===== src/rtl/leak_pkg.sv =====
// Shared types for the subblock leakage controller.
// Assumes: policy codes above POL_LAST are illegal and never stored.
package leak_pkg;

    // Power state of one second-level subblock.
    typedef enum logic [1:0] {
        SB_ON     = 2'd0,
        SB_RETAIN = 2'd1,
        SB_OFF    = 2'd2,
        SB_SETTLE = 2'd3
    } sb_mode_e;

    // Selectable sleep/wake policies.
    typedef enum logic [2:0] {
        POL_ON_DIRTY     = 3'd0,
        POL_FILL_KEEP    = 3'd1,
        POL_FILL_DROP    = 3'd2,
        POL_FILL_KEEP_EW = 3'd3,
        POL_FILL_DROP_EW = 3'd4
    } pol_e;

    localparam int POL_LAST = 4;

    // Decoded action enables for the current policy.
    typedef struct packed {
        logic fill_retain;
        logic fill_off;
        logic dirty_off;
        logic evict_wake;
        logic evict_wb;
    } rule_t;

endpackage


===== src/rtl/leak_pol_reg.sv =====
// Policy register. Loads a new code only while every subblock is powered
// and the code is legal; otherwise the load request is dropped.
// Assumes: all_on_i is the AND of every subblock's powered flag.
module leak_pol_reg
    import leak_pkg::*;
(
    input  logic       clk,
    input  logic       rst_n,
    input  logic       load_i,
    input  logic [2:0] sel_i,
    input  logic       all_on_i,
    output pol_e       pol_o
);

    pol_e pol_q;
    logic load_ok;

    // Gate the load on quiescent subblocks and a legal code.
    assign load_ok = load_i && all_on_i && (int'(sel_i) <= POL_LAST);

    // Hold or replace the policy.
    always_ff @(posedge clk) begin
        if (!rst_n) begin
            pol_q <= POL_ON_DIRTY;
        end else if (load_ok) begin
            pol_q <= pol_e'(sel_i);
        end
    end

    assign pol_o = pol_q;

    AST_POL_FROZEN: assert property (@(posedge clk) disable iff (!rst_n)
        !all_on_i |=> $stable(pol_q));
    AST_POL_LEGAL: assert property (@(posedge clk) disable iff (!rst_n)
        int'(pol_q) <= POL_LAST);

endmodule


===== src/rtl/leak_policy_dec.sv =====
// Policy decoder: maps the policy code to the sleep/wake actions it enables.
// Assumes: a single shared decoder feeds every subblock.
module leak_policy_dec
    import leak_pkg::*;
(
    input  pol_e  pol_i,
    output rule_t rule_o
);

    // Translate the policy into per-event enables.
    always_comb begin
        rule_o = '0;
        case (pol_i)
            POL_ON_DIRTY: begin
                rule_o.dirty_off = 1'b1;
            end
            POL_FILL_KEEP: begin
                rule_o.fill_retain = 1'b1;
            end
            POL_FILL_DROP: begin
                rule_o.fill_off = 1'b1;
            end
            POL_FILL_KEEP_EW: begin
                rule_o.fill_retain = 1'b1;
                rule_o.evict_wake  = 1'b1;
            end
            POL_FILL_DROP_EW: begin
                rule_o.fill_off   = 1'b1;
                rule_o.evict_wake = 1'b1;
                rule_o.evict_wb   = 1'b1;
            end
            default: begin
                rule_o = '0;
            end
        endcase
    end

endmodule


===== src/rtl/leak_subblock.sv =====
// Per-subblock mode machine: a 2-bit mode, a valid bit and a settling counter.
// Priority inside one cycle, lowest to highest: access completion, fill,
// dirty, eviction wake, access wake. A wake lasts SETTLE_CYC cycles after
// the cycle that starts it.
// Assumes: SETTLE_CYC >= 1 and fits in CNT_W bits.
module leak_subblock
    import leak_pkg::*;
#(
    parameter int SETTLE_CYC = 50,
    parameter int CNT_W      = 6
) (
    input  logic     clk,
    input  logic     rst_n,
    input  rule_t    rule_i,
    input  logic     acc_i,
    input  logic     fill_i,
    input  logic     dirty_i,
    input  logic     evict_i,
    output logic     on_o,
    output logic     valid_o,
    output logic     wb_o
);

    sb_mode_e          mode_q, mode_d;
    logic              valid_q, valid_d;
    logic [CNT_W-1:0]  cnt_q, cnt_d;
    logic              asleep;

    assign asleep = (mode_q == SB_RETAIN) || (mode_q == SB_OFF);

    // Next-state rules for mode, valid and settling counter.
    always_comb begin
        mode_d  = mode_q;
        valid_d = valid_q;
        cnt_d   = cnt_q;
        if (mode_q == SB_SETTLE) begin
            if (cnt_q <= CNT_W'(1)) begin
                mode_d = SB_ON;
                cnt_d  = '0;
            end else begin
                cnt_d = cnt_q - CNT_W'(1);
            end
        end
        if (mode_q == SB_ON) begin
            if (acc_i) begin
                valid_d = 1'b1;
            end
            if (fill_i && rule_i.fill_retain) begin
                mode_d  = SB_RETAIN;
                valid_d = 1'b1;
            end
            if (fill_i && rule_i.fill_off) begin
                mode_d  = SB_OFF;
                valid_d = 1'b0;
            end
            if (dirty_i && rule_i.dirty_off) begin
                mode_d  = SB_OFF;
                valid_d = 1'b0;
            end
        end
        if (evict_i && rule_i.evict_wake && asleep) begin
            mode_d = SB_SETTLE;
            cnt_d  = CNT_W'(SETTLE_CYC);
            if (rule_i.evict_wb) begin
                valid_d = 1'b1;
            end
        end
        if (acc_i && asleep) begin
            mode_d = SB_SETTLE;
            cnt_d  = CNT_W'(SETTLE_CYC);
        end
    end

    // State registers with synchronous reset to powered and invalid.
    always_ff @(posedge clk) begin
        if (!rst_n) begin
            mode_q  <= SB_ON;
            valid_q <= 1'b0;
            cnt_q   <= '0;
        end else begin
            mode_q  <= mode_d;
            valid_q <= valid_d;
            cnt_q   <= cnt_d;
        end
    end

    assign on_o    = (mode_q == SB_ON);
    assign valid_o = valid_q;
    assign wb_o    = evict_i && rule_i.evict_wb && (mode_q == SB_OFF);

    AST_OFF_INVALID: assert property (@(posedge clk) disable iff (!rst_n)
        (mode_q == SB_OFF) |-> !valid_q);
    AST_RETAIN_VALID: assert property (@(posedge clk) disable iff (!rst_n)
        (mode_q == SB_RETAIN) |-> valid_q);
    AST_SETTLE_END: assert property (@(posedge clk) disable iff (!rst_n)
        (mode_q == SB_SETTLE && cnt_q == CNT_W'(1)) |=> (mode_q == SB_ON));
    AST_SETTLE_STEP: assert property (@(posedge clk) disable iff (!rst_n)
        (mode_q == SB_SETTLE && cnt_q > CNT_W'(1))
        |=> (mode_q == SB_SETTLE && cnt_q == $past(cnt_q) - CNT_W'(1)));
    AST_ACC_NO_RESTART: assert property (@(posedge clk) disable iff (!rst_n)
        (mode_q == SB_SETTLE && cnt_q < CNT_W'(SETTLE_CYC)) |=> (cnt_q != CNT_W'(SETTLE_CYC)));

endmodule


===== src/rtl/leak_mode_ctrl.sv =====
// Top of the subblock leakage controller. Decodes event indices into
// per-subblock strobes, builds one mode machine per subblock, muxes the
// access result and ORs the write-back requests.
// Assumes: acc_vld is held until acc_ready; one event of each kind per cycle.
module leak_mode_ctrl
    import leak_pkg::*;
#(
    parameter  int NUM_SUB    = 8,
    parameter  int SETTLE_CYC = 50,
    localparam int IDX_W      = (NUM_SUB > 1) ? $clog2(NUM_SUB) : 1
) (
    input  logic             clk,
    input  logic             rst_n,
    input  logic             pol_load,
    input  logic [2:0]       pol_sel,
    output logic [2:0]       pol_cur,
    input  logic             fill_vld,
    input  logic [IDX_W-1:0] fill_idx,
    input  logic             dirty_vld,
    input  logic [IDX_W-1:0] dirty_idx,
    input  logic             evict_vld,
    input  logic [IDX_W-1:0] evict_idx,
    input  logic             acc_vld,
    input  logic [IDX_W-1:0] acc_idx,
    output logic             acc_ready,
    output logic             acc_hit,
    output logic             acc_refetch,
    output logic             wb_req,
    output logic [IDX_W-1:0] wb_idx
);

    localparam int CNT_W = $clog2(SETTLE_CYC + 1);

    pol_e               pol;
    rule_t              rule;
    logic [NUM_SUB-1:0] on_vec;
    logic [NUM_SUB-1:0] valid_vec;
    logic [NUM_SUB-1:0] wb_vec;
    logic               all_on;
    logic               idx_ok;

    assign all_on = &on_vec;

    leak_pol_reg u_pol (
        .clk      (clk),
        .rst_n    (rst_n),
        .load_i   (pol_load),
        .sel_i    (pol_sel),
        .all_on_i (all_on),
        .pol_o    (pol)
    );

    leak_policy_dec u_dec (
        .pol_i  (pol),
        .rule_o (rule)
    );

    // One mode machine per subblock, each with its own decoded strobes.
    for (genvar g = 0; g < NUM_SUB; g++) begin : g_sub
        logic acc_s, fill_s, dirty_s, evict_s;
        assign acc_s   = acc_vld   && (acc_idx   == IDX_W'(g));
        assign fill_s  = fill_vld  && (fill_idx  == IDX_W'(g));
        assign dirty_s = dirty_vld && (dirty_idx == IDX_W'(g));
        assign evict_s = evict_vld && (evict_idx == IDX_W'(g));

        leak_subblock #(
            .SETTLE_CYC (SETTLE_CYC),
            .CNT_W      (CNT_W)
        ) u_sb (
            .clk     (clk),
            .rst_n   (rst_n),
            .rule_i  (rule),
            .acc_i   (acc_s),
            .fill_i  (fill_s),
            .dirty_i (dirty_s),
            .evict_i (evict_s),
            .on_o    (on_vec[g]),
            .valid_o (valid_vec[g]),
            .wb_o    (wb_vec[g])
        );
    end

    // Access result mux for the addressed subblock.
    assign idx_ok      = int'(acc_idx) < NUM_SUB;
    assign acc_ready   = acc_vld && idx_ok && on_vec[acc_idx];
    assign acc_hit     = acc_ready && valid_vec[acc_idx];
    assign acc_refetch = acc_ready && !valid_vec[acc_idx];

    assign wb_req  = |wb_vec;
    assign wb_idx  = evict_idx;
    assign pol_cur = pol;

    AST_ONE_RESULT: assert property (@(posedge clk) disable iff (!rst_n)
        acc_ready |-> ($countones({acc_hit, acc_refetch}) == 1));
    AST_QUIET_IDLE: assert property (@(posedge clk) disable iff (!rst_n)
        !acc_vld |-> (!acc_ready && !acc_hit && !acc_refetch));
    AST_WB_ONLY_EVICT: assert property (@(posedge clk) disable iff (!rst_n)
        wb_req |-> (evict_vld && pol == POL_FILL_DROP_EW));
    AST_WB_ONEHOT: assert property (@(posedge clk) disable iff (!rst_n)
        $onehot0(wb_vec));

endmodule


===== config.mk =====
export PLATFORM = sky130hd
export DESIGN_NAME = leak_mode_ctrl
export DESIGN_NICKNAME = d
export VERILOG_FILES = /design/src/rtl/leak_pkg.sv /design/src/rtl/leak_pol_reg.sv /design/src/rtl/leak_policy_dec.sv /design/src/rtl/leak_subblock.sv /design/src/rtl/leak_mode_ctrl.sv
export SDC_FILE = /design/constraint.sdc
export NUM_CORES = 1
export LEC_CHECK = 0
export BUFFER_PORTS_ARGS = -buffer_cell sky130_fd_sc_hd__buf_2
export CORE_AREA = 3 3 92 94
export DETAILED_ROUTE_END_ITERATION = 8
export DIE_AREA = 0 0 95 97
export GPL_TIMING_DRIVEN = 0
export PLACE_DENSITY = 0.79
export SLEW_MARGIN = 25
export SYNTH_ARGS = -nofsm -noshare
export SYNTH_HDL_FRONTEND = slang
export SYNTH_SLANG_ARGS = --single-unit

===== constraint.sdc =====
create_clock -name clk -period 1.9 [get_ports clk]
set_input_delay 0.095 -clock clk [delete_from_list [all_inputs] [get_ports clk]]
set_output_delay 0.095 -clock clk [all_outputs]
set_load 0.05 [all_outputs]

# --- Yosys cells after proc, flatten, opt, wreduce, memory -nomap -nowiden ---
# Cells that the tools add are included.
# Widths: inputs -> output; s select.
op_classes:
  n_reduce_logical: 144
  magnitude_cmp: 10
  mul: 0
  n_eq_ne: 56
  muxes: 161
  bitwise: 1
  n_addsub: 8
  n_div: 0
  shifts: 0
ops:
  columns: ["cell", "count"]
  rows:
  - ["$mux 6", 32]
  - ["$mux 2", 64]
  - ["$logic_and 1x1->1", 101]
  - ["$mux 1", 63]
  - ["$eq 3x3->1 const B", 17]
  - ["$le 6x1->1 const B", 8]
  - ["$sub 6x1->6 const B", 8]
  - ["$eq 2x2->1 const B", 16]
  - ["$eq 3x2->1 const B", 10]
  - ["$reduce_bool 3->1", 8]
  - ["$reduce_or 3->1", 8]
  - ["$eq 2x1->1 const B", 8]
  - ["$logic_not 2->1", 8]
  - ["$eq 3x1->1 const B", 5]
  - ["$logic_not 3->1", 5]
  - ["$logic_or 1x1->1", 8]
  - ["$reduce_and 8->1", 1]
  - ["$reduce_or 8->1", 1]
  - ["$bmux 1 s3", 2]
  - ["$reduce_or 2->1", 3]
  - ["$lt 3x4->1 const B", 1]
  - ["$le 3x3->1 const B", 1]
  - ["$logic_not 1->1", 1]
  - ["$not 1->1", 1]
totals:
  romBits: 0
  n_memories: 0
  out_inout_bits: 10
  latch_bits: 0
  mem_bits_rw: 0
  in_bits: 22
  wordCells: 413
  register_bits: 75

# --- Logic depth before layout (Yosys ltp) ---
# Gate-level depths: netlist (run 1).
logic_depth:
  word_depth: 10
  mapped_depth: 7
  ltp_nobuf: 7

# --- Hierarchy ---
# From an unflattened synthesis (run 1), not the netlist that was laid out.
unflattened:
  cells_unflattened: 578
  hier_area_um2: 4984.8
by_module_without_submodules:
  columns: ["module", "seq_area_each_um2", "area_per_inst_um2", "instances", "cells_each"]
  rows:
  - ["leak_subblock", 180.2, 544.3, 8, 60]
  - ["leak_mode_ctrl", 0.0, 455.4, 1, 75]
  - ["leak_pol_reg", 60.1, 132.6, 1, 16]
  - ["leak_policy_dec", 0.0, 42.5, 1, 7]

# --- Least setup slack after synthesis (run 1) ---
# No wires, ideal clock.
synth_path:
  kind: "register to register"
  from: "register u_pol.pol_q[2] (netlist: u_pol.pol_o[2])"
  to: "register g_sub[4].u_sb.cnt_q[0]"
  required_time_ns: 1.784
  setup_ns: 0.116
  synth_period_minus_slack_ns: 1.986
  setup_slack_ns: -0.086
  n_path_buf: 2
  stages_incl_launch_ff: 7
  t_arrival_ns: 1.871
  cell_sequence: "dfxtp_1 -> buf_2 -> nor3b_1 -> o211ai_1 -> o2bb2a_1 -> buf_2 -> and3_1"
synth_via:
  elab_chain_len: 6
  word_cells_on_any_way: 7
  classes_between: "2 x eq/ne; 1 x mux; 4 x reduce/logical"
synth_rtl:
  columns: ["item", "line", "rtl"]
  rows:
  - ["start: declaration", "leak_pol_reg.sv:15", "pol_e pol_q;"]
  - ["start signal: assignment", "leak_pol_reg.sv:26", "pol_q <= pol_e'(sel_i);"]
  - ["$eq 3x3->1 or $eq 3x2->1 (tied branches)", "leak_policy_dec.sv:13", "case (pol_i)"]
  - ["$reduce_or 2->1 (no line) *", null, null]
  - ["$mux 1 *", "leak_policy_dec.sv:13", null]
  - ["$logic_and 1x1->1 * (2 in a row)", "leak_subblock.sv:61", "if (evict_i && rule_i.evict_wake && asleep) begin"]
  - ["$reduce_or 3->1 (no line) *", null, null]
  - ["end signal: assignment", "leak_subblock.sv:83", "cnt_q <= cnt_d;"]
  - ["end: declaration", "leak_subblock.sv:26", "logic [CNT_W-1:0] cnt_q, cnt_d;"]
# Every way passes the cells marked *; elsewhere a longest branch is shown, timed or not.
# A chain may end at the register's enable or synchronous reset.

# --- Worst setup path after layout (run 1) ---
layout_path:
  from: "register g_sub[6].u_sb.mode_q[0]"
  to: "output port acc_refetch"
layout_via:
  elab_chain_len: 5
layout_rtl:
  columns: ["item", "line", "rtl"]
  rows:
  - ["start: declaration", "leak_subblock.sv:24", "sb_mode_e mode_q, mode_d;"]
  - ["start signal: assignment", "leak_subblock.sv:81", "mode_q <= mode_d;"]
  - ["$logic_not 2->1", "leak_subblock.sv:87", "assign on_o = (mode_q == SB_ON);"]
  - ["$bmux 1 s3", "leak_mode_ctrl.sv:85", "assign acc_ready = acc_vld && idx_ok && on_vec[acc_idx];"]
  - ["$mux 1 (not written as such)", "leak_mode_ctrl.sv:85", null]
  - ["$logic_and 1x1->1", "leak_mode_ctrl.sv:85", null]
  - ["$logic_and 1x1->1", "leak_mode_ctrl.sv:87", "assign acc_refetch = acc_ready && !valid_vec[acc_idx];"]
  - ["end: declaration", "leak_mode_ctrl.sv:27", "output logic acc_refetch,"]
# No other way between the ends. The select of a mux whose other input is x is not followed.

==> results of run 1 <==
## per-layer routing
| metal | part of all wire (%) | wire [um] |
|---|---|---|
| met4 | 2.5 | 315 |
| met1 | 43 | 5300 |
| met3 | 7.9 | 987 |
| met2 | 47 | 5820 |
| met5 | 0 | 0 |
## metrics by stage
step | std cells | TNS [ns]
after floorplan | 576 | 0
after global placement | 705 | -0.405
after detailed placement | 705 | -0.710
after CTS | 742 | -0.754
after global routing | 745 | -1.29
final | 745 | -0.759
## cell families after synthesis
| group | Yosys count | synth area share, % |
|---|---|---|
| simple gates | 232 | 26.1 |
| mux | 23 | 6.57 |
| fa+ha+maj | 40 | 10.7 |
| xor+xnor | 3 | 0.561 |
| buf+inv | 52 | 4.52 |
| flops | 75 | 32.1 |
| compound gates | 151 | 19.5 |
## synth_stat cells, types with 3 or more instances
library cell | number | share of area, %
nor3_1 | 45 | 4.8
nor2b_1 | 7 | 0.94
buf_2 | 4 | 0.43
clkbuf_1 | 10 | 0.80
or4b_1 | 3 | 0.64
inv_1 | 35 | 2.8
o22ai_1 | 9 | 1.2
nand2b_1 | 10 | 1.3
nand4bb_1 | 4 | 0.96
buf_4 | 3 | 0.48
nor4_1 | 5 | 0.67
dfxtp_1 | 75 | 32
nand3b_1 | 4 | 0.64
o21ai_0 | 25 | 2.7
o22a_1 | 4 | 0.75
o21ai_1 | 5 | 0.53
nand2_1 | 47 | 3.8
a21oi_1 | 62 | 6.6
nand4_1 | 5 | 0.67
mux2i_1 | 15 | 3.2
a31oi_1 | 9 | 1.2
nor3b_1 | 3 | 0.48
nand3_1 | 9 | 0.96
or3_1 | 14 | 1.9
mux4_2 | 6 | 2.9
o21a_1 | 11 | 1.8
nor4b_1 | 4 | 0.75
a21o_1 | 6 | 0.96
and3_1 | 10 | 1.3
ha_1 | 40 | 11
nand4b_1 | 5 | 0.94
and2_1 | 5 | 0.67
nor2_1 | 47 | 3.8
## where the power goes
group | internal (uW) | switching (uW)
sequential | 1600 | 25.2
combinational | 221 | 321
clock | 810 | 600
## timing repair
action                                  CTS  global route
hold buffers                              2             0
pin swaps                                 7             3
endpoints found under the setup margin   24            25
setup buffers                            19             3
endpoints found under the hold margin     2             0
resized for setup                        55            18
## final cells by class
class                      instances  area share [%]
multi-input combinational        449            56.3
sequential                        75            27.1
timing repair buffer              51            6.50
clock buffer                      12            2.76
inverter                          35            2.34
tap                              102            2.27
buffer                            17            1.42
clock inverter                     4            1.29
## sequential cells by signal (all words and copies together), names as in the netlist
| name | count |
|---|---|
| g_sub.u_sb.valid_o | 8 |
| u_pol.pol_o | 3 |
| g_sub.u_sb.mode_q | 16 |
| g_sub.u_sb.cnt_q | 48 |
## tightest hold or removal path: stages
cell and delay, ns:
buf_2 0.09, mux2i_1 0.07, nor2_1 0.08
## how the worst max path moves through the flow
stage / to / slack, ns / cells past startpoint
5_1_grt: acc_refetch / -0.24 / 6
3_3_place_gp: g_sub[6].u_sb.mode_q[1] / -0.08 / 5
2_1_floorplan: g_sub[6].u_sb.mode_q[1] / 0.04 / 4
3_5_place_dp: g_sub[6].u_sb.mode_q[1] / -0.11 / 5
6_report: acc_refetch / -0.20 / 6
4_1_cts: acc_refetch / -0.19 / 6
==> impl_metrics.yaml, run 1 <==
run_status:
  status: "finished, violations left"
  violations: "setup timing"
floorplanning:
  die_area_mm2: 0.00922
  start_util_pct: 60.6
  core_mm2: 0.00773
  io-pin-count: 32
  die_w_um: 95
  rows: 32
  die_h_um: 97
synthesis:
  async_flop_share_pct: 0
  ys_warn_count: 0
  synth_seq_cells: 75
  seq_area_frac_synth_pct: 32.1
  syn_area_mm2: 0.00468
  synth-edff-count: 0
  synth_flop_cell: "dfxtp_1"
  syn_inst: 576
  yosys.cell_types.count: 53
  avgSynthCellArea_um2: 8.13
  syn_nets: 638
critical_path:
  worst-path-buf-inv: 2
  reg2reg_from: "g_sub[7].u_sb.mode_q[1]"
  critPathMaxStageDelay_ns: 0.47
  rr_worst_depth: 7
  required_ns: 1.80
  setup.worst_path.start: "g_sub[6].u_sb.mode_q[0]"
  critical_path_class: "reg2out"
  critPathLaunchType: "flip-flop"
  r2r_slack_ns: -0.09
  critical_path.top_delay_family: "multiplexers"
  crit_path_top_delay_cell: "mux4_2"
  worstPathMaxFanout: 4
  end_kind: "primary output"
  critPathArrivalTime_ns: 2.00
  path_cells: "inv_2, ha_4, mux4_2, mux2_4, and3_4, buf_8"
  reg2reg_to: "g_sub[7].u_sb.cnt_q[5]"
cells_and_area:
  drive_gt1_share_pct: 21.5
  mostFrequentLayoutCell: "a21oi_1"
  final_core_util_pct: 72.8
  syn2layout_area_growth_pct: 20.1
  finalNetCount: 700
  fin_area_mm2: 0.00562
  layout.area.seq_mm2: 0.00152
  antenna_cells: 0
  multi_input_area_mm2: 0.00317
  fillers: 580
  final_cell_mix: "62 x a21oi_1, 58 x dfxtp_1, 46 x nor2_1, 46 x nand2_1, 43 x nor3_1"
timing:
  hold_viol: 0
  finalClockSkew_ns: 0.00945
  setup_ws_ns: -0.199
  max_slew.worst_pin.slew_ns: 0.620
  fmax_mhz: 476
  drv_slew: 0
  min_period_ns: 2.10
  relSlewSlack_pct: 58.6
  rsz0062_at_grt: "true"
  timing.final.crit_share_pct: 110
  setup-violations-final: 6
  hold_ws_ns: 0.0231
global_routing:
  grt_util_met2_pct: 43.8
  grt_max_degree: 13
  gr-total-overflow: 0
  busiest_layer: "met2"
  track_usage_pct: 27.2
  grt_pass1_vias: 4277
  grt_pass1_wl_um: 20200
  met3_usage_pct: 6.45
  met1_usage_pct: 36.0
  antenna_found_initial: 0
clocking:
  htreeDepth: 3
  root_buffer: "clkbuf_8"
  clock_insertion_delay_worst_skew_ns: 0.35
  cts_tree: "yes"
  clk_transition_reported_paths_ns: 0.08
  cts.sinks: 75
  clockBufferDepth: 2
  cts_made_buffers: 9
drt:
  routedWlPerCell_um: 16.7
  drc: 0
  drtAntennaViolNets: 0
  wl_um: 12400
  via_per_inst: 6.19
  first_pass_iters: 6
  drt_iter0_drc: 387
  vias: 4611
placement:
  pre_cts_slack_ns: -0.114
  place_area_mm2: 0.00495
  post-dp-hpwl_um: 8560
  gp_congestion: 1.05
  port_buffers: 27
min_path:
  holdPathStages: 3
  worstHoldEndpoint: "u_pol.pol_o[1]"
  hold_path_class: "in2reg"
  min-delay-start: "pol_sel[1]"
power_and_ir_drop:
  power.density_mw_per_mm2: 637
  power.total_uw: 3580
  peakVddDrop_uv: 498
  p_leak_uw: 0.00207
flow_run:
  drv_cap: 0
No activity file was read; power rests on OpenSTA's default activity.
==> inputs of run 2 (changes only) <==
CELL_PAD_IN_SITES_DETAIL_PLACEMENT = 0   (was default)
CELL_PAD_IN_SITES_GLOBAL_PLACEMENT = 1   (was default)
CORE_AREA = 3 3 104 106   (was 3 3 92 94)
CTS_BUF_LIST = sky130_fd_sc_hd__clkbuf_4 sky130_fd_sc_hd__clkbuf_8   (was default)
DIE_AREA = 0 0 107 109   (was 0 0 95 97)
PLACE_DENSITY = 0.81   (was 0.79)
==> run 2 against run 1 <==
  * The flow still finishes with violations (setup timing)
  * Cell area grew 3.1%
  * Routed wire length is 4.2% higher
  * Worst setup slack lost 0.021 ns
  * Clock skew is 0.0026 ns lower
  * Die area grew 27%
  * Worst hold slack improved by 0.060 ns
  * Sequential share of layout area decreased by 0.81 points
  * First-iteration DRC count down 20%
  * Via count shrank 1.6%
  * Clock power is 9% lower
==> impl_metrics.yaml, run 2 (synthesis gave the netlist of run 1 again) <==
run_status:
  status: "finished, violations left"
  violations: "setup timing"
global_routing:
  busiest_layer: "met2"
  track_usage_pct: 22.2
  gr-total-overflow: 0
  met1_usage_pct: 30.3
  grt_max_degree: 12
  met3_usage_pct: 3.85
  grt_util_met2_pct: 35.9
  antenna_found_initial: 0
  grt_pass1_wl_um: 20600
  grt_pass1_vias: 4286
floorplanning:
  die_area_mm2: 0.0117
  rows: 36
  start_util_pct: 47.5
  io-pin-count: 32
  die_w_um: 107
  core_mm2: 0.00986
  die_h_um: 109
critical_path:
  critPathArrivalTime_ns: 2.03
  worst-path-buf-inv: 2
  critPathMaxStageDelay_ns: 0.48
  path_cells: "inv_2, ha_4, mux4_2, mux2_4, and3_4, buf_8"
  crit_path_top_delay_cell: "mux4_2"
  required_ns: 1.80
  worstPathMaxFanout: 3
  end_kind: "primary output"
  critical_path.top_delay_family: "multiplexers"
  critPathLaunchType: "flip-flop"
  critical_path_class: "reg2out"
flow_run:
  drv_cap: 0
clocking:
  cts_made_buffers: 9
  cts.sinks: 75
  cts_tree: "yes"
  htreeDepth: 3
  clk_transition_reported_paths_ns: 0.08
  root_buffer: "clkbuf_8"
  clockBufferDepth: 2
  clock_insertion_delay_worst_skew_ns: 0.35
drt:
  wl_um: 12900
  drt_iter0_drc: 310
  routedWlPerCell_um: 16.4
  via_per_inst: 5.75
  vias: 4539
  first_pass_iters: 6
  drtAntennaViolNets: 0
  drc: 0
timing:
  timing.final.crit_share_pct: 112
  max_slew.worst_pin.slew_ns: 0.633
  min_period_ns: 2.12
  setup_ws_ns: -0.220
  hold_viol: 0
  relSlewSlack_pct: 57.8
  fmax_mhz: 472
  rsz0062_at_grt: "true"
  setup-violations-final: 4
  finalClockSkew_ns: 0.00683
  drv_slew: 0
cells_and_area:
  top_register: "g_sub.u_sb.cnt_q"
  syn2layout_area_growth_pct: 23.8
  largest_reg_flops: 48
  final_cell_mix: "62 x a21oi_1, 58 x dfxtp_1, 46 x nand2_1"
  mostFrequentLayoutCell: "a21oi_1"
  antenna_cells: 0
  finalNetCount: 714
  drive_gt1_share_pct: 25.3
power_and_ir_drop:
  power.density_mw_per_mm2: 598
  p_leak_uw: 0.00213
  peakVddDrop_uv: 358
  power.total_uw: 3470
min_path:
  hold_path_class: "in2reg"
placement:
  pre_cts_slack_ns: -0.180
  post-dp-hpwl_um: 8870
  port_buffers: 27
  gp_congestion: 0.984
[run 2: cell count changes in the layout (fill, tap and decap cells not counted), sizes merged]
cell / previous run / this run
buf: 56 / 69
bufinv: 2 / 1
clkbuf: 22 / 23
clkinvlp: 1 / 0
dlygate4sd3: 2 / 3
[run 2: worst reg2reg max path, stage by stage, from the launching register on]
cell,delay [ns]
dfxtp_2,0.34
buf_4,0.10
buf_4,0.10
ha_4,0.14
or4b_4,0.46
or3_4,0.34
nor3_2,0.10
a21oi_1,0.05
a21oi_1,0.13
[run 2: what timing repair did]
item	4_1_cts	5_1_grt
resized for setup	71	20
pin swaps	6	7
endpoints found under the hold margin	3	0
hold buffers	3	0
buffers inserted	20	15
setup endpoints to repair	40	35
[run 2: path summary, 6_finish.rpt]
path,from,to,slack [ns],depth (start not counted)
worst max-delay path,g_sub[7].u_sb.mode_q[0],acc_refetch,-0.22,6
worst max register to register,g_sub[7].u_sb.mode_q[0],g_sub[7].u_sb.cnt_q[5],0.06,8
worst min-delay path,rst_n,g_sub[5].u_sb.cnt_q[3],0.08,3
worst min register to register,g_sub[0].u_sb.cnt_q[5],g_sub[0].u_sb.cnt_q[5],0.51,2
[run 2: final cells by class]
class | instances | area [um2]
sequential | 75 | 1520
clock inverter | 2 | 35.0
buffer | 17 | 80.1
multi-input combinational | 449 | 3230
clock buffer | 13 | 166
inverter | 35 | 131
fill | 923 | 4070
timing repair buffer | 65 | 460
tap | 133 | 166
[run 2: where the power goes]
part	leakage (uW)	internal (uW)	switching (uW)	total, uW
Clock	0.000106	700	581	1280
Sequential	0.000614	1600	28.5	1630
Combinational	0.00141	228	327	555
[run 2: through the flow]
stage	TNS (ns)	std cells	cell area, um2	hold slack, ns	util (%)
after floorplan	0	576	4680	0.238	-
after global placement	-1.29	736	4980	0.344	50.5
after detailed placement	-2.01	736	4980	0.351	50.5
after CTS	-0.615	774	5600	0.0711	56.8
after global routing	-0.921	789	5800	0.0969	58.8
final	-0.671	789	5800	0.0835	58.8
[run 2: per-layer routing]
layer | wire [um] | vias to the layer above
met5 | 0 | -
met4 | 161 | 0
met2 | 6020 | 136
met3 | 790 | 14
li1 | - | 2240
met1 | 5970 | 2149
==> inputs of run 3 (changes only) <==
GPL_TIMING_DRIVEN = default   (was 0)
==> run 3 against run 2 <==
  * The flow still finishes with violations (setup timing)
  * Sequential share of layout area up 0.69 points
  * Count of clock-buffer cells in the layout unchanged
  * Die area unchanged
  * Non-clock buffer count down 10
  * Critical endpoint unchanged
  * Clock power down 9%
  * Global-route usage down 0.88 points
  * Critical path depth unchanged
  * Flip-flop and latch count unchanged
  * Highest routed layer unchanged
  * Utilization down 1.5 points
  * Power down 4.6%
  * Largest cell class unchanged
==> impl_metrics.yaml, run 3 (synthesis gave the netlist of run 1 again) <==
timing:
  finalClockSkew_ns: 0.00752
  min_period_ns: 2.09
  relSlewSlack_pct: 62.5
  hold_viol: 0
  timing.final.crit_share_pct: 110
  drv_slew: 0
  setup-violations-final: 4
  rsz0062_at_grt: "true"
  hold_ws_ns: 0.158
  max_slew.worst_pin.slew_ns: 0.555
  fmax_mhz: 478
  setup_ws_ns: -0.191
power_and_ir_drop:
  p_int_uw: 2410
  pwr-share-seq_pct: 49.3
  power.density_mw_per_mm2: 586
  peakVddDrop_uv: 317
  combPwrFrac_pct: 15.7
  p_clk_share_pct: 35.0
  p_switching_uw: 901
  p_leak_uw: 0.00209
  sw_frac_of_total_pct: 27.2
drt:
  vias: 4392
  drc: 0
  routedWlPerCell_um: 15.2
  wl_um: 11900
  via_per_inst: 5.64
  first_pass_iters: 5
  drtAntennaViolNets: 0
  drt_iter0_drc: 346
cells_and_area:
  largest_reg_flops: 48
  drive_gt1_share_pct: 23.4
  fillers: 904
  syn2layout_area_growth_pct: 20.5
  antenna_cells: 0
  finalNetCount: 704
  mostFrequentLayoutCell: "a21oi_1"
  top_register: "g_sub.u_sb.cnt_q"
  fin_area_mm2: 0.00564
  final_cell_mix: "62 x a21oi_1, 59 x dfxtp_1, 47 x nor2_1"
clocking:
  cts_made_buffers: 9
  clk_transition_reported_paths_ns: 0.07
  clockBufferDepth: 2
  cts.sinks: 75
  root_buffer: "clkbuf_8"
  htreeDepth: 3
  clock_insertion_delay_worst_skew_ns: 0.36
  cts_tree: "yes"
floorplanning:
  io-pin-count: 32
  start_util_pct: 47.5
  die_h_um: 109
  core_mm2: 0.00986
  die_area_mm2: 0.0117
  rows: 36
  die_w_um: 107
run_status:
  violations: "setup timing"
  status: "finished, violations left"
placement:
  gp_congestion: 0.908
  place_area_mm2: 0.00513
  post-dp-hpwl_um: 8620
  port_buffers: 31
critical_path:
  required_ns: 1.80
  critPathMaxStageDelay_ns: 0.46
  end_kind: "primary output"
  worst-path-buf-inv: 2
  critPathArrivalTime_ns: 2.00
  critical_path.top_delay_family: "multiplexers"
  critical_path_class: "reg2out"
  worstPathMaxFanout: 2
  critPathLaunchType: "flip-flop"
  path_cells: "inv_1, ha_2, mux4_2, mux2_4, and3_4, buf_8"
  crit_path_top_delay_cell: "mux4_2"
  cp.depth: 6
  rr_worst_depth: 7
global_routing:
  grt_max_degree: 46
  antenna_found_initial: 0
  track_usage_pct: 21.4
  gr-total-overflow: 0
  grt_pass1_vias: 4185
  grt_pass1_wl_um: 19900
min_path:
  holdPathStages: 2
  hold_path_class: "in2reg"
flow_run:
  drv_cap: 0
==> run 3: cell count changes in the layout (fill, tap and decap cells not counted), sizes merged <==
| cell | previous run | this run |
|---|---|---|
| clkinv | 1 | 2 |
| clkbuf | 23 | 13 |
| bufinv | 1 | 0 |
==> run 3: per-stage QoR <==
step                total power [uW]  worst slack (ns)  std cells  TNS, ns  utilization [%]
floorplan                       1960            0.0356        576        0                -
finish                          3310            -0.191        779   -0.622             57.2
global route                    3480            -0.254        779   -0.913             57.2
CTS                             3340            -0.186        777   -0.628             56.4
detailed placement              2120            0.0144        749        0             52.0
global placement                2120            0.0428        749        0             52.0
==> run 3: worst paths after layout <==
kind                                               from  slack, ns                       to
worst min-delay path                              rst_n       0.16  g_sub[6].u_sb.mode_q[0]
worst max-delay path            g_sub[3].u_sb.mode_q[1]      -0.19              acc_refetch
worst min register to register   g_sub[0].u_sb.cnt_q[5]       0.50   g_sub[0].u_sb.cnt_q[5]
worst max register to register  g_sub[3].u_sb.mode_q[1]       0.09   g_sub[3].u_sb.cnt_q[5]
==> run 3: what timing repair did <==
action / CTS / global route
hold buffers: 3 / 0
setup endpoints to repair: 4 / 20
hold endpoints to repair: 3 / 0
pin swaps: 6 / 2
gates resized for setup: 53 / 15
setup buffers: 10 / 2
==> run 3: per-layer routing <==
metal | vias up | wire length, um | global-route usage [%] | part of all wire [%]
li1 | 2216 | - | - | -
met1 | 2035 | 5650 | 28.7 | 48
met2 | 119 | 5290 | 34.4 | 45
met3 | 22 | 647 | 3.49 | 5.5
met4 | 0 | 272 | 8.49 | 2.3
met5 | - | 0 | 0 | 0
==> run 3: final cells by class <==
cell class | instances | area, um2 | area share, %
Inverter | 35 | 131 | 2.33
Timing Repair Buffer | 72 | 512 | 9.07
Sequential cell | 75 | 1520 | 27.0
Clock inverter | 2 | 10.0 | 0.177
Clock buffer | 13 | 173 | 3.06
Multi-Input combinational cell | 449 | 3130 | 55.5
Tap cell | 133 | 166 | 2.95
==> run 3: worst register-to-register path, stage by stage, from the launching register on <==
cell      delay [ns]
dfxtp_2         0.34
buf_4           0.13
ha_4            0.12
nand2b_1        0.06
or3_4           0.34
or3_4           0.33
and2_4          0.16
o31a_1          0.23
==> run 3: power groups by stage <==
stage	logic (uW)	clock network [uW]	registers, uW
4_1_cts	508	1200	1630
3_3_place_gp	453	0	1670
3_5_place_dp	456	0	1670
5_1_grt	568	1280	1640
2_1_floorplan	286	0	1680
6_report	520	1160	1630
